==> src/rtl/yc422_pkg.sv <==
package yc422_pkg;
  localparam int unsigned YC_W = 10;
  typedef logic [YC_W-1:0] word_t;

  localparam word_t WORD_MAX    = '1;
  localparam word_t CLIP_LO     = word_t'(1 << (YC_W - 8));
  localparam word_t CLIP_HI     = WORD_MAX - CLIP_LO;
  localparam word_t FILL_C_RST  = word_t'(1 << (YC_W - 1));
  localparam word_t FILL_Y_RST  = word_t'(1 << (YC_W - 4));

  typedef struct packed {
    word_t y;
    word_t cb;
    word_t cr;
    logic  h;
    logic  v;
    logic  f;
  } pix_t;

  typedef enum logic [2:0] {
    SLOT_DATA, SLOT_EAV0, SLOT_EAV1, SLOT_SAV0, SLOT_SAV1
  } slot_e;

  function automatic word_t clip_word(word_t x);
    if (x < CLIP_LO)      return CLIP_LO;
    else if (x > CLIP_HI) return CLIP_HI;
    else                  return x;
  endfunction

  // protection word: marker bit, F, V, H, then four parity bits
  function automatic word_t trs_xy(logic f, logic v, logic h);
    word_t xy;
    xy           = '0;
    xy[YC_W-1]   = 1'b1;
    xy[YC_W-2]   = f;
    xy[YC_W-3]   = v;
    xy[YC_W-4]   = h;
    xy[YC_W-5]   = v ^ h;
    xy[YC_W-6]   = f ^ h;
    xy[YC_W-7]   = f ^ v;
    xy[YC_W-8]   = f ^ v ^ h;
    return xy;
  endfunction
endpackage

==> src/rtl/yc422_cfg.sv <==
module yc422_cfg
  import yc422_pkg::*;
#(
  parameter int unsigned AW = 2
) (
  input  logic          clk,
  input  logic          rst_n,
  input  logic          we,
  input  logic [AW-1:0] addr,
  input  word_t         wdata,
  output logic          mode_mux,
  output logic          code_en,
  output logic          fill_en,
  output word_t         fill_c,
  output word_t         fill_y
);
  localparam logic [AW-1:0] A_CTRL = AW'(0);
  localparam logic [AW-1:0] A_FC   = AW'(1);
  localparam logic [AW-1:0] A_FY   = AW'(2);

  logic  ctrl_ce, fc_ce, fy_ce;
  logic  mode_d, code_d, fill_d;
  word_t fc_d, fy_d;

  always_comb begin
    ctrl_ce = we && (addr == A_CTRL);
    fc_ce   = we && (addr == A_FC);
    fy_ce   = we && (addr == A_FY);
    mode_d  = ctrl_ce ? wdata[0] : mode_mux;
    code_d  = ctrl_ce ? wdata[1] : code_en;
    fill_d  = ctrl_ce ? wdata[2] : fill_en;
    fc_d    = fc_ce   ? wdata    : fill_c;
    fy_d    = fy_ce   ? wdata    : fill_y;
  end

  always_ff @(posedge clk or negedge rst_n) begin
    if (!rst_n) begin
      mode_mux <= 1'b0;
      code_en  <= 1'b0;
      fill_en  <= 1'b0;
      fill_c   <= FILL_C_RST;
      fill_y   <= FILL_Y_RST;
    end else begin
      mode_mux <= mode_d;
      code_en  <= code_d;
      fill_en  <= fill_d;
      fill_c   <= fc_d;
      fill_y   <= fy_d;
    end
  end
endmodule

==> src/rtl/yc422_align.sv <==
module yc422_align
  import yc422_pkg::*;
(
  input  logic clk,
  input  logic rst_n,
  input  logic ce,
  input  pix_t pix_in,
  output pix_t cur,
  output logic par,
  output logic h_p1,
  output logic h_p2,
  output logic h_m1,
  output logic h_m2
);
  pix_t s1_q, s2_q;
  logic par1_q, par2_q, hm1_q, hm2_q;
  logic par1_d;

  // parity restarts on the first href-high pixel of a line
  always_comb begin
    par1_d = (pix_in.h && !s1_q.h) ? 1'b0 : !par1_q;
  end

  always_ff @(posedge clk or negedge rst_n) begin
    if (!rst_n) begin
      s1_q   <= '0;
      s2_q   <= '0;
      par1_q <= 1'b0;
      par2_q <= 1'b0;
      hm1_q  <= 1'b0;
      hm2_q  <= 1'b0;
    end else if (ce) begin
      s1_q   <= pix_in;
      s2_q   <= s1_q;
      par1_q <= par1_d;
      par2_q <= par1_q;
      hm1_q  <= s2_q.h;
      hm2_q  <= hm1_q;
    end
  end

  assign cur  = s2_q;
  assign par  = par2_q;
  assign h_p1 = s1_q.h;
  assign h_p2 = pix_in.h;
  assign h_m1 = hm1_q;
  assign h_m2 = hm2_q;

  // a line's first active pixel always starts with even parity
  p_par_restart_r2: assert property (@(posedge clk) disable iff (!rst_n)
    $rose(s1_q.h) |-> !par1_q);
endmodule

==> src/rtl/yc422_trs.sv <==
module yc422_trs
  import yc422_pkg::*;
(
  input  logic  code_en,
  input  logic  h_cur,
  input  logic  h_p1,
  input  logic  h_p2,
  input  logic  h_m1,
  input  logic  h_m2,
  output slot_e slot
);
  // end codes win over start codes when a gap is too short for both
  always_comb begin
    if (!code_en || h_cur) slot = SLOT_DATA;
    else if (h_m1)         slot = SLOT_EAV0;
    else if (h_m2)         slot = SLOT_EAV1;
    else if (h_p1)         slot = SLOT_SAV1;
    else if (h_p2)         slot = SLOT_SAV0;
    else                   slot = SLOT_DATA;
  end
endmodule

==> src/rtl/yc422_formatter.sv <==
module yc422_formatter
  import yc422_pkg::*;
#(
  parameter int unsigned CFG_AW = 2
) (
  input  logic              clk,
  input  logic              rst_n,
  input  logic              pix_ce,
  input  logic [YC_W-1:0]   y_in,
  input  logic [YC_W-1:0]   cb_in,
  input  logic [YC_W-1:0]   cr_in,
  input  logic              href_in,
  input  logic              vref_in,
  input  logic              fref_in,
  input  logic              cfg_we,
  input  logic [CFG_AW-1:0] cfg_addr,
  input  logic [YC_W-1:0]   cfg_wdata,
  output logic [YC_W-1:0]   luma_o,
  output logic [YC_W-1:0]   chroma_o,
  output logic [YC_W-1:0]   mux_o,
  output logic              href_o,
  output logic              vref_o,
  output logic              fref_o
);
  logic  mode_mux, code_en, fill_en;
  word_t fill_c, fill_y;
  pix_t  pin, cur;
  logic  par, h_p1, h_p2, h_m1, h_m2;
  slot_e slot;

  word_t fmt_c, fmt_y;
  word_t c_q, y_q, mux_q, c_d, y_d, mux_d;
  logic  h_q, v_q, f_q;

  yc422_cfg #(.AW(CFG_AW)) cfg_i (
    .clk(clk), .rst_n(rst_n), .we(cfg_we), .addr(cfg_addr), .wdata(cfg_wdata),
    .mode_mux(mode_mux), .code_en(code_en), .fill_en(fill_en),
    .fill_c(fill_c), .fill_y(fill_y)
  );

  assign pin = '{y: y_in, cb: cb_in, cr: cr_in, h: href_in, v: vref_in, f: fref_in};

  yc422_align align_i (
    .clk(clk), .rst_n(rst_n), .ce(pix_ce), .pix_in(pin), .cur(cur), .par(par),
    .h_p1(h_p1), .h_p2(h_p2), .h_m1(h_m1), .h_m2(h_m2)
  );

  yc422_trs trs_i (
    .code_en(code_en), .h_cur(cur.h), .h_p1(h_p1), .h_p2(h_p2),
    .h_m1(h_m1), .h_m2(h_m2), .slot(slot)
  );

  // word pair for the pixel at the end of the alignment pipe
  always_comb begin
    unique case (slot)
      SLOT_EAV0, SLOT_SAV0: begin fmt_c = WORD_MAX; fmt_y = '0; end
      SLOT_EAV1: begin fmt_c = '0; fmt_y = trs_xy(cur.f, cur.v, 1'b1); end
      SLOT_SAV1: begin fmt_c = '0; fmt_y = trs_xy(cur.f, cur.v, 1'b0); end
      default: begin
        if (fill_en && !(cur.h && !cur.v)) begin
          fmt_c = fill_c;
          fmt_y = fill_y;
        end else begin
          fmt_c = clip_word(par ? cur.cr : cur.cb);
          fmt_y = clip_word(cur.y);
        end
      end
    endcase
  end

  // serial stream: chroma word on the pixel edge, luma word on the next
  always_comb begin
    c_d   = pix_ce ? fmt_c : c_q;
    y_d   = pix_ce ? fmt_y : y_q;
    mux_d = !mode_mux ? '0 : (pix_ce ? fmt_c : y_q);
  end

  always_ff @(posedge clk or negedge rst_n) begin
    if (!rst_n) begin
      c_q   <= '0;
      y_q   <= '0;
      mux_q <= '0;
      h_q   <= 1'b0;
      v_q   <= 1'b0;
      f_q   <= 1'b0;
    end else begin
      c_q   <= c_d;
      y_q   <= y_d;
      mux_q <= mux_d;
      if (pix_ce) begin
        h_q <= cur.h;
        v_q <= cur.v;
        f_q <= cur.f;
      end
    end
  end

  assign luma_o   = mode_mux ? '0 : y_q;
  assign chroma_o = mode_mux ? '0 : c_q;
  assign mux_o    = mux_q;
  assign href_o   = h_q;
  assign vref_o   = v_q;
  assign fref_o   = f_q;

  // the serial stream needs a strictly alternating pixel enable
  p_ce_alternate_r3: assert property (@(posedge clk) disable iff (!rst_n)
    pix_ce |=> !pix_ce);

  // active words never enter the reserved code range
  p_active_clip_r4: assert property (@(posedge clk) disable iff (!rst_n)
    (href_o && !vref_o) |->
      (y_q >= CLIP_LO && y_q <= CLIP_HI && c_q >= CLIP_LO && c_q <= CLIP_HI));

  // the pixel right after a line's active part opens the end code
  p_eav_lead_r7: assert property (@(posedge clk) disable iff (!rst_n)
    ($fell(href_o) && $past(code_en)) |-> (c_q == WORD_MAX && y_q == '0));
endmodule

==> config.mk <==
export PLATFORM = sky130hd
export DESIGN_NAME = yc422_formatter
export DESIGN_NICKNAME = d
export VERILOG_FILES = /design/src/rtl/yc422_pkg.sv /design/src/rtl/yc422_cfg.sv /design/src/rtl/yc422_align.sv /design/src/rtl/yc422_trs.sv /design/src/rtl/yc422_formatter.sv
export SDC_FILE = /design/constraint.sdc
export NUM_CORES = 1
export LEC_CHECK = 0
export BUFFER_PORTS_ARGS = -buffer_cell sky130_fd_sc_hd__buf_4
export CAP_MARGIN = 20
export CORE_ASPECT_RATIO = 1.2
export CORE_MARGIN = 3
export CORE_UTILIZATION = 33
export DETAILED_ROUTE_END_ITERATION = 7
export GPL_TIMING_DRIVEN = 1
export SYNTH_ARGS = -nofsm -noshare
export SYNTH_HDL_FRONTEND = slang
export SYNTH_HIERARCHICAL = 1
export SYNTH_SLANG_ARGS = --single-unit
export TNS_END_PERCENT = 5
==> constraint.sdc <==
create_clock -name clk -period 3.1 [get_ports clk]
set_clock_uncertainty 0.2 [all_clocks]
set_input_delay 0.155 -clock clk [delete_from_list [all_inputs] [get_ports clk]]
set_output_delay 0.155 -clock clk [all_outputs]
set_load 0.02 [all_outputs]
* Word level (Yosys, flattened, before mapping)
Cells that the tools add are included.
** Storage, ports and cells
- Register bits :: 125
- Bits of input ports :: 49
- Output and inout bits :: 33
- Logic and storage cells :: 74
** Cells by class
- Order comparisons :: 4
- Eq/ne operators :: 6
- Muxes and demuxes :: 19
- Bitwise operators :: 4
- Reductions and logical operators :: 15
** Operator list (count)
- $mux 10 :: 11
- $pmux 10 s3 :: 1
- $gt 10x10->1 const B :: 2
- $lt 10x3->1 const B :: 2
- $pmux 10 s2 :: 1
- $mux 3 :: 4
- $eq 3x2->1 const B :: 2
- $logic_and 1x1->1 :: 6
- $logic_not 1->1 :: 5
- $reduce_or 2->1 :: 2
- $eq 3x1->1 const B :: 1
- $eq 3x3->1 const B :: 1
- $not 1->1 :: 3
- $eq 2x1->1 const B :: 1
- $eq 2x2->1 const B :: 1
- $logic_not 2->1 :: 1
- $mux 2 :: 1
- $logic_or 1x1->1 :: 1
- $mux 1 :: 1
- $xor 1x1->1 :: 1

* Longest topological paths before layout
- Depth after elaboration :: 10
- Depth in mapped cells :: 10
- Mapped depth without buffers :: 7

* By module
Netlist, hierarchy kept.
** By module, submodules not included
- yc422_align :: times used 1, cells each 152, area an instance 2971.6 um2, seq. area each 1751.7 um2
- yc422_formatter :: times used 1, cells each 227, area an instance 2058.2 um2, seq. area each 825.8 um2
- yc422_cfg :: times used 1, cells each 51, area an instance 962.2 um2, seq. area each 578.1 um2
- yc422_trs :: times used 1, cells each 8, area an instance 50.0 um2, seq. area each 0.0 um2

* Worst setup path before layout
OpenSTA, ideal clock, no wires.
- Kind :: flip-flop to flip-flop
- Start point :: reg align_i.s2_q (netlist bit align_i/cur[2])
- End point :: reg c_q[6]
- Data arrival time :: 1.965 ns
- Slack :: 0.806 ns
- Cell stages (with the launch flop) :: 8
- Buffers on the path :: 1
- Clock period less this slack :: 2.294 ns
- Path through :: dfrtp_1 -> nand2b_1 -> a211oi_1 -> xnor2_1 -> or2_2 -> clkbuf_1 -> a31oi_1 -> a21oi_1
** On the way
- Cells in the longest elaborated chain, start to end :: 5
- Elaborated cells on any way between the ends :: 13
** RTL lines
- start, declared :: RTL line yc422_align.sv:15 : pix_t s1_q, s2_q;
- start signal, assigned :: RTL line yc422_align.sv:34 : s2_q <= s1_q;
- $logic_or 1x1->1 (*) :: RTL line yc422_trs.sv:14 : if (!code_en || h_cur) slot = SLOT_DATA;
- $mux 3 (*) :: RTL line yc422_trs.sv:14
- via slot[1] :: RTL line yc422_formatter.sv:29 : slot_e slot;
- $eq 3x3->1, or another cell as far along :: RTL line yc422_formatter.sv:55 : unique case (slot)
- $reduce_or 2->1 (on tied branches)
- $pmux 10 s2 (*) :: RTL line yc422_formatter.sv:55
- end signal, assigned :: RTL line yc422_formatter.sv:80 : c_q <= '0;
- end signal, assigned :: RTL line yc422_formatter.sv:87 : c_q <= c_d;
- end, declared :: RTL line yc422_formatter.sv:32 : word_t c_q, y_q, mux_q, c_d, y_d, mux_d;
Mark *: on every way through the listed nets, which the timed path passes. The rest lies on a longest branch.
A chain may end at the register's enable or synchronous reset.

* Final worst setup path
- Start point :: reg align_i.s1_q (netlist bit align_i/h_p1)
- End point :: reg mux_q[9] (netlist: mux_o[9])
** On the way
- Cells in the longest elaborated chain, start to end :: 9
- Elaborated cells on any way between the ends :: 13
** RTL lines
- start, declared :: RTL line yc422_align.sv:15
- start signal, assigned :: RTL line yc422_align.sv:33 : s1_q <= pix_in;
- $mux 3 (*) :: RTL line yc422_trs.sv:17 : else if (h_p1) slot = SLOT_SAV1;
- $mux 3 (*) :: RTL line yc422_trs.sv:16 : else if (h_m2) slot = SLOT_EAV1;
- $mux 3 (*) :: RTL line yc422_trs.sv:15 : else if (h_m1) slot = SLOT_EAV0;
- $mux 3 (*) :: RTL line yc422_trs.sv:14
- via slot[0] :: RTL line yc422_formatter.sv:29
- $eq 3x3->1, or another cell as far along :: RTL line yc422_formatter.sv:55
- $reduce_or 2->1 (on tied branches)
- $pmux 10 s2 (*) :: RTL line yc422_formatter.sv:55
- $mux 10 (*) (2 in series) :: RTL line yc422_formatter.sv:75 : mux_d = !mode_mux ? '0 : (pix_ce ? fmt_c : y_q);
- via mux_d[9] :: RTL line yc422_formatter.sv:32
- end signal, assigned :: RTL line yc422_formatter.sv:89 : mux_q <= mux_d;
- end, declared :: RTL line yc422_formatter.sv:32
Marked as above.

==> results.sh <==
export IMPL_r2r_start="align_i/h_p1"
export IMPL_pwr_share_clk_pct=34.3
export IMPL_gr_usage_all_layers_pct=14.2
export IMPL_slew_headroom_pct=38.8
export IMPL_synth_flop_cell="dfrtp_1"
export IMPL_timing_rr_end="mux_o[9]"
export IMPL_drt_iter0_markers=191
export IMPL_syn_avg_cell_area_um2=13.8
export IMPL_drive_gt1_share_pct=37.7
export IMPL_max_freq_mhz=387
export IMPL_drtPass1Iterations=4
export IMPL_syn2layout_area_growth_pct=28.2
export IMPL_slew_violations=0
export IMPL_final_cells=798
export IMPL_outcome="complete, no violations"
export IMPL_peakVddDrop_v=0.000393
export IMPL_crit_required_ns=3.22
export IMPL_critPathKind="reg -> reg"
export IMPL_die_height_um=154
export IMPL_hp_class="in -> async"
export IMPL_diodes=0
export IMPL_synthDistinctLibCells=53
export IMPL_crit_path_end_kind="flip-flop"
export IMPL_synth_edf_count=0
export IMPL_p_switching_w=0.00153
export IMPL_rows=53
export IMPL_setup_tns_ns=0
export IMPL_die_w_um=130
export IMPL_synthArstFlopShare_pct=100
export IMPL_post_route_period_util_pct=83.4
export IMPL_cts_tree="built"
export IMPL_htree_levels=4
export IMPL_tightest_slew_ns=0.917
export IMPL_use_met2_pct=21.6
export IMPL_antenna_found_initial=0
export IMPL_holdWs_ns=0.143
export IMPL_ys_warn_count=6
export IMPL_grt_busiest_layer="met2"
export IMPL_synth_top_cell_area_share_pct=51.4
export IMPL_avgRoutedWirePerCell_um=17.1
export IMPL_clock_sinks=126
export IMPL_grt_pass1_vias=4042
export IMPL_seqPwrFrac_pct=41.9
export IMPL_viasPerCell=4.87
export IMPL_post_route_min_period_ns=2.59
export IMPL_synth_fp_nets=487
export IMPL_ant_nets=0
export IMPL_syn_inst=438
export IMPL_cp_max_fo=9
export IMPL_synth_common_cells="dfrtp_1, mux2_4, nor2b_1"
export IMPL_routed_wl_um=13700
export IMPL_setup_violations=0
export IMPL_cts_setup_buffers=0
export IMPL_grt_first_pass_wirelength_um=22000
export IMPL_cts_root_buf="clkbuf_16"
export IMPL_arrival_ns=2.70
export IMPL_dieArea_um2=20000
export IMPL_startpoint_type="flip-flop"
export IMPL_p_per_area_nw_per_um2=684
export IMPL_yosysMostFrequentCell="dfrtp_1"
export IMPL_switching_share_pct=28.9
export IMPL_met3_usage_pct=3.49
export IMPL_utilization_pct=43.6
export IMPL_ioPinCount=82
export IMPL_core_area_um2=17800
export IMPL_drcViolationCount=0
export IMPL_reg2reg_setup_slack_ns=0.51
export IMPL_hold_viol=0
export IMPL_ys_ff_latch=126
export IMPL_grt_max_degree=127
export IMPL_cap_violations=0
export IMPL_vias=3886
export IMPL_setup_worst_path_end="mux_o[9]"
export IMPL_rsz0062_at_grt="false"
export IMPL_path_clk_slew_ns=0.06
export IMPL_netlist_area_um2=6040
export IMPL_internal_power_w=0.00376
export IMPL_clk_latency_ns=0.41
export IMPL_yosys_top_cells_area="dfrtp_1, mux2_4, nor2b_1"
export IMPL_cts_buffer_depth=2
export IMPL_overflow=0
export IMPL_port_buffers=81
export IMPL_leakage_nw=3.61
export IMPL_synth_top_area_cell="dfrtp_1"
export IMPL_layout_nets=614
export IMPL_globalplace_congestion=0.855
export IMPL_place_inst=719
export IMPL_grt_use_met1_pct=19.7
export IMPL_start_util_pct=34.0
export IMPL_dp_hpwl_um=9690
export IMPL_crit_path_start="align_i/h_p1"
export IMPL_ys_seq_area_share_pct=52.2
export IMPL_cts_made_buffers=17
export IMPL_power_frac_comb_pct=23.7
export IMPL_rr_worst_depth=5
[metal layers]
layer,routed length (um),vias up
met4,194,0
met1,6370,1895
met3,719,13
met2,6370,133
met5,0,-
li1,-,1845
[cells by family after synthesis]
logic type                Yosys count  synth area share (%)
DFF                               126                  52.2
muxes                             108                  25.4
and+or+nand+nor                    96                  9.19
AOI/OAI and AO/OA                  73                  8.16
buffers and inverters              32                  4.58
xor gates and xnor gates            3                 0.435
[critical path, stage by stage, from the launching register on]
cell     delay [ns]
dfrtp_1        0.43
or3b_1         0.41
a21oi_1        0.53
nor2_1         0.28
or3_1          0.46
a21oi_1        0.19
[registers in the layout, summed over array words and instances (netlist names), 10 cells and up]
signal and cells:
cfg_i/fill_y 10, mux_o 10, align_i/cur 33, c_q 10, align_i/s1_q 32, cfg_i/fill_c 10
y_q 10
[power by group through the flow]
| stage | Combinational (W) | Sequential, W | Clock (W) |
|---|---|---|---|
| floorplan | 0.000836 | 0.00216 | 0 |
| global placement | 0.00119 | 0.00224 | 0 |
| detailed placement | 0.00122 | 0.00225 | 0 |
| CTS | 0.00127 | 0.00222 | 0.00186 |
| global route | 0.00136 | 0.00227 | 0.00193 |
| finish | 0.00126 | 0.00222 | 0.00182 |
[cell usage in the layout (no fill, tap or decap), types with 3 or more instances in the layout]
cell           Yosys  final
dfrtp_1          124    124
mux2_4            89     89
buf_4              2     84
dlygate4sd3_1      0     47
nor2b_1           23     23
nor2_1            18     18
clkbuf_16          0     17
o21ai_0           15     15
a21oi_1           13     13
mux2i_1           12     12
nand2_1           10     10
inv_1              7      7
mux2_2             7      7
a211oi_1           6      6
nand2b_1           6      6
clkbuf_1           8      6
nor3_1             5      5
o221ai_1           5      5
o21a_1             5      5
clkinv_2           0      5
and3_1             4      4
nand4_1            4      4
o22ai_1            4      4
xnor2_1            3      3
o31ai_1            3      3
or2_2              3      3
a31oi_1            3      3
nor4_1             3      3
a22oi_1            3      3
o22a_1             3      3
o211a_1            3      3
[area by class of cell]
| cell class | count | area (um^2) |
|---|---|---|
| fillers | 1646 | 10000 |
| inverters | 7 | 26.3 |
| flip-flops and latches | 126 | 3160 |
| clock buffers | 25 | 475 |
| well taps | 220 | 275 |
| multi-input cells | 280 | 2610 |
| clock inverters | 7 | 62.6 |
| repair buffers | 133 | 1140 |
[what timing repair did]
action                                 in CTS  in global routing
hold buffers                               47                  0
endpoints found under the hold margin     182                  0
gates resized for setup                     0                  0
setup endpoints to repair                   0                  0
[metrics by stage]
step	instance area (um^2)	setup slack, ns	power (W)
after floorplan	6040	0.806	0.00299
after global placement	6740	0.701	0.00343
after detailed placement	6740	0.624	0.00346
final	7750	0.513	0.00530
after CTS	7750	0.591	0.00535
after global routing	7750	0.359	0.00555
[worst min path at each step]
stage | end | cells past startpoint | from
CTS | align_i/s1_q[17] | 3 | rst_n
detailed placement | align_i/s1_q[17] | 2 | rst_n
finish | align_i/s1_q[21] | 3 | rst_n
global route | align_i/cur[4] | 3 | rst_n
global placement | align_i/s1_q[14] | 2 | rst_n
floorplan | align_i/cur[0] | 0 | rst_n
No activity file was read; power rests on OpenSTA's default activity.
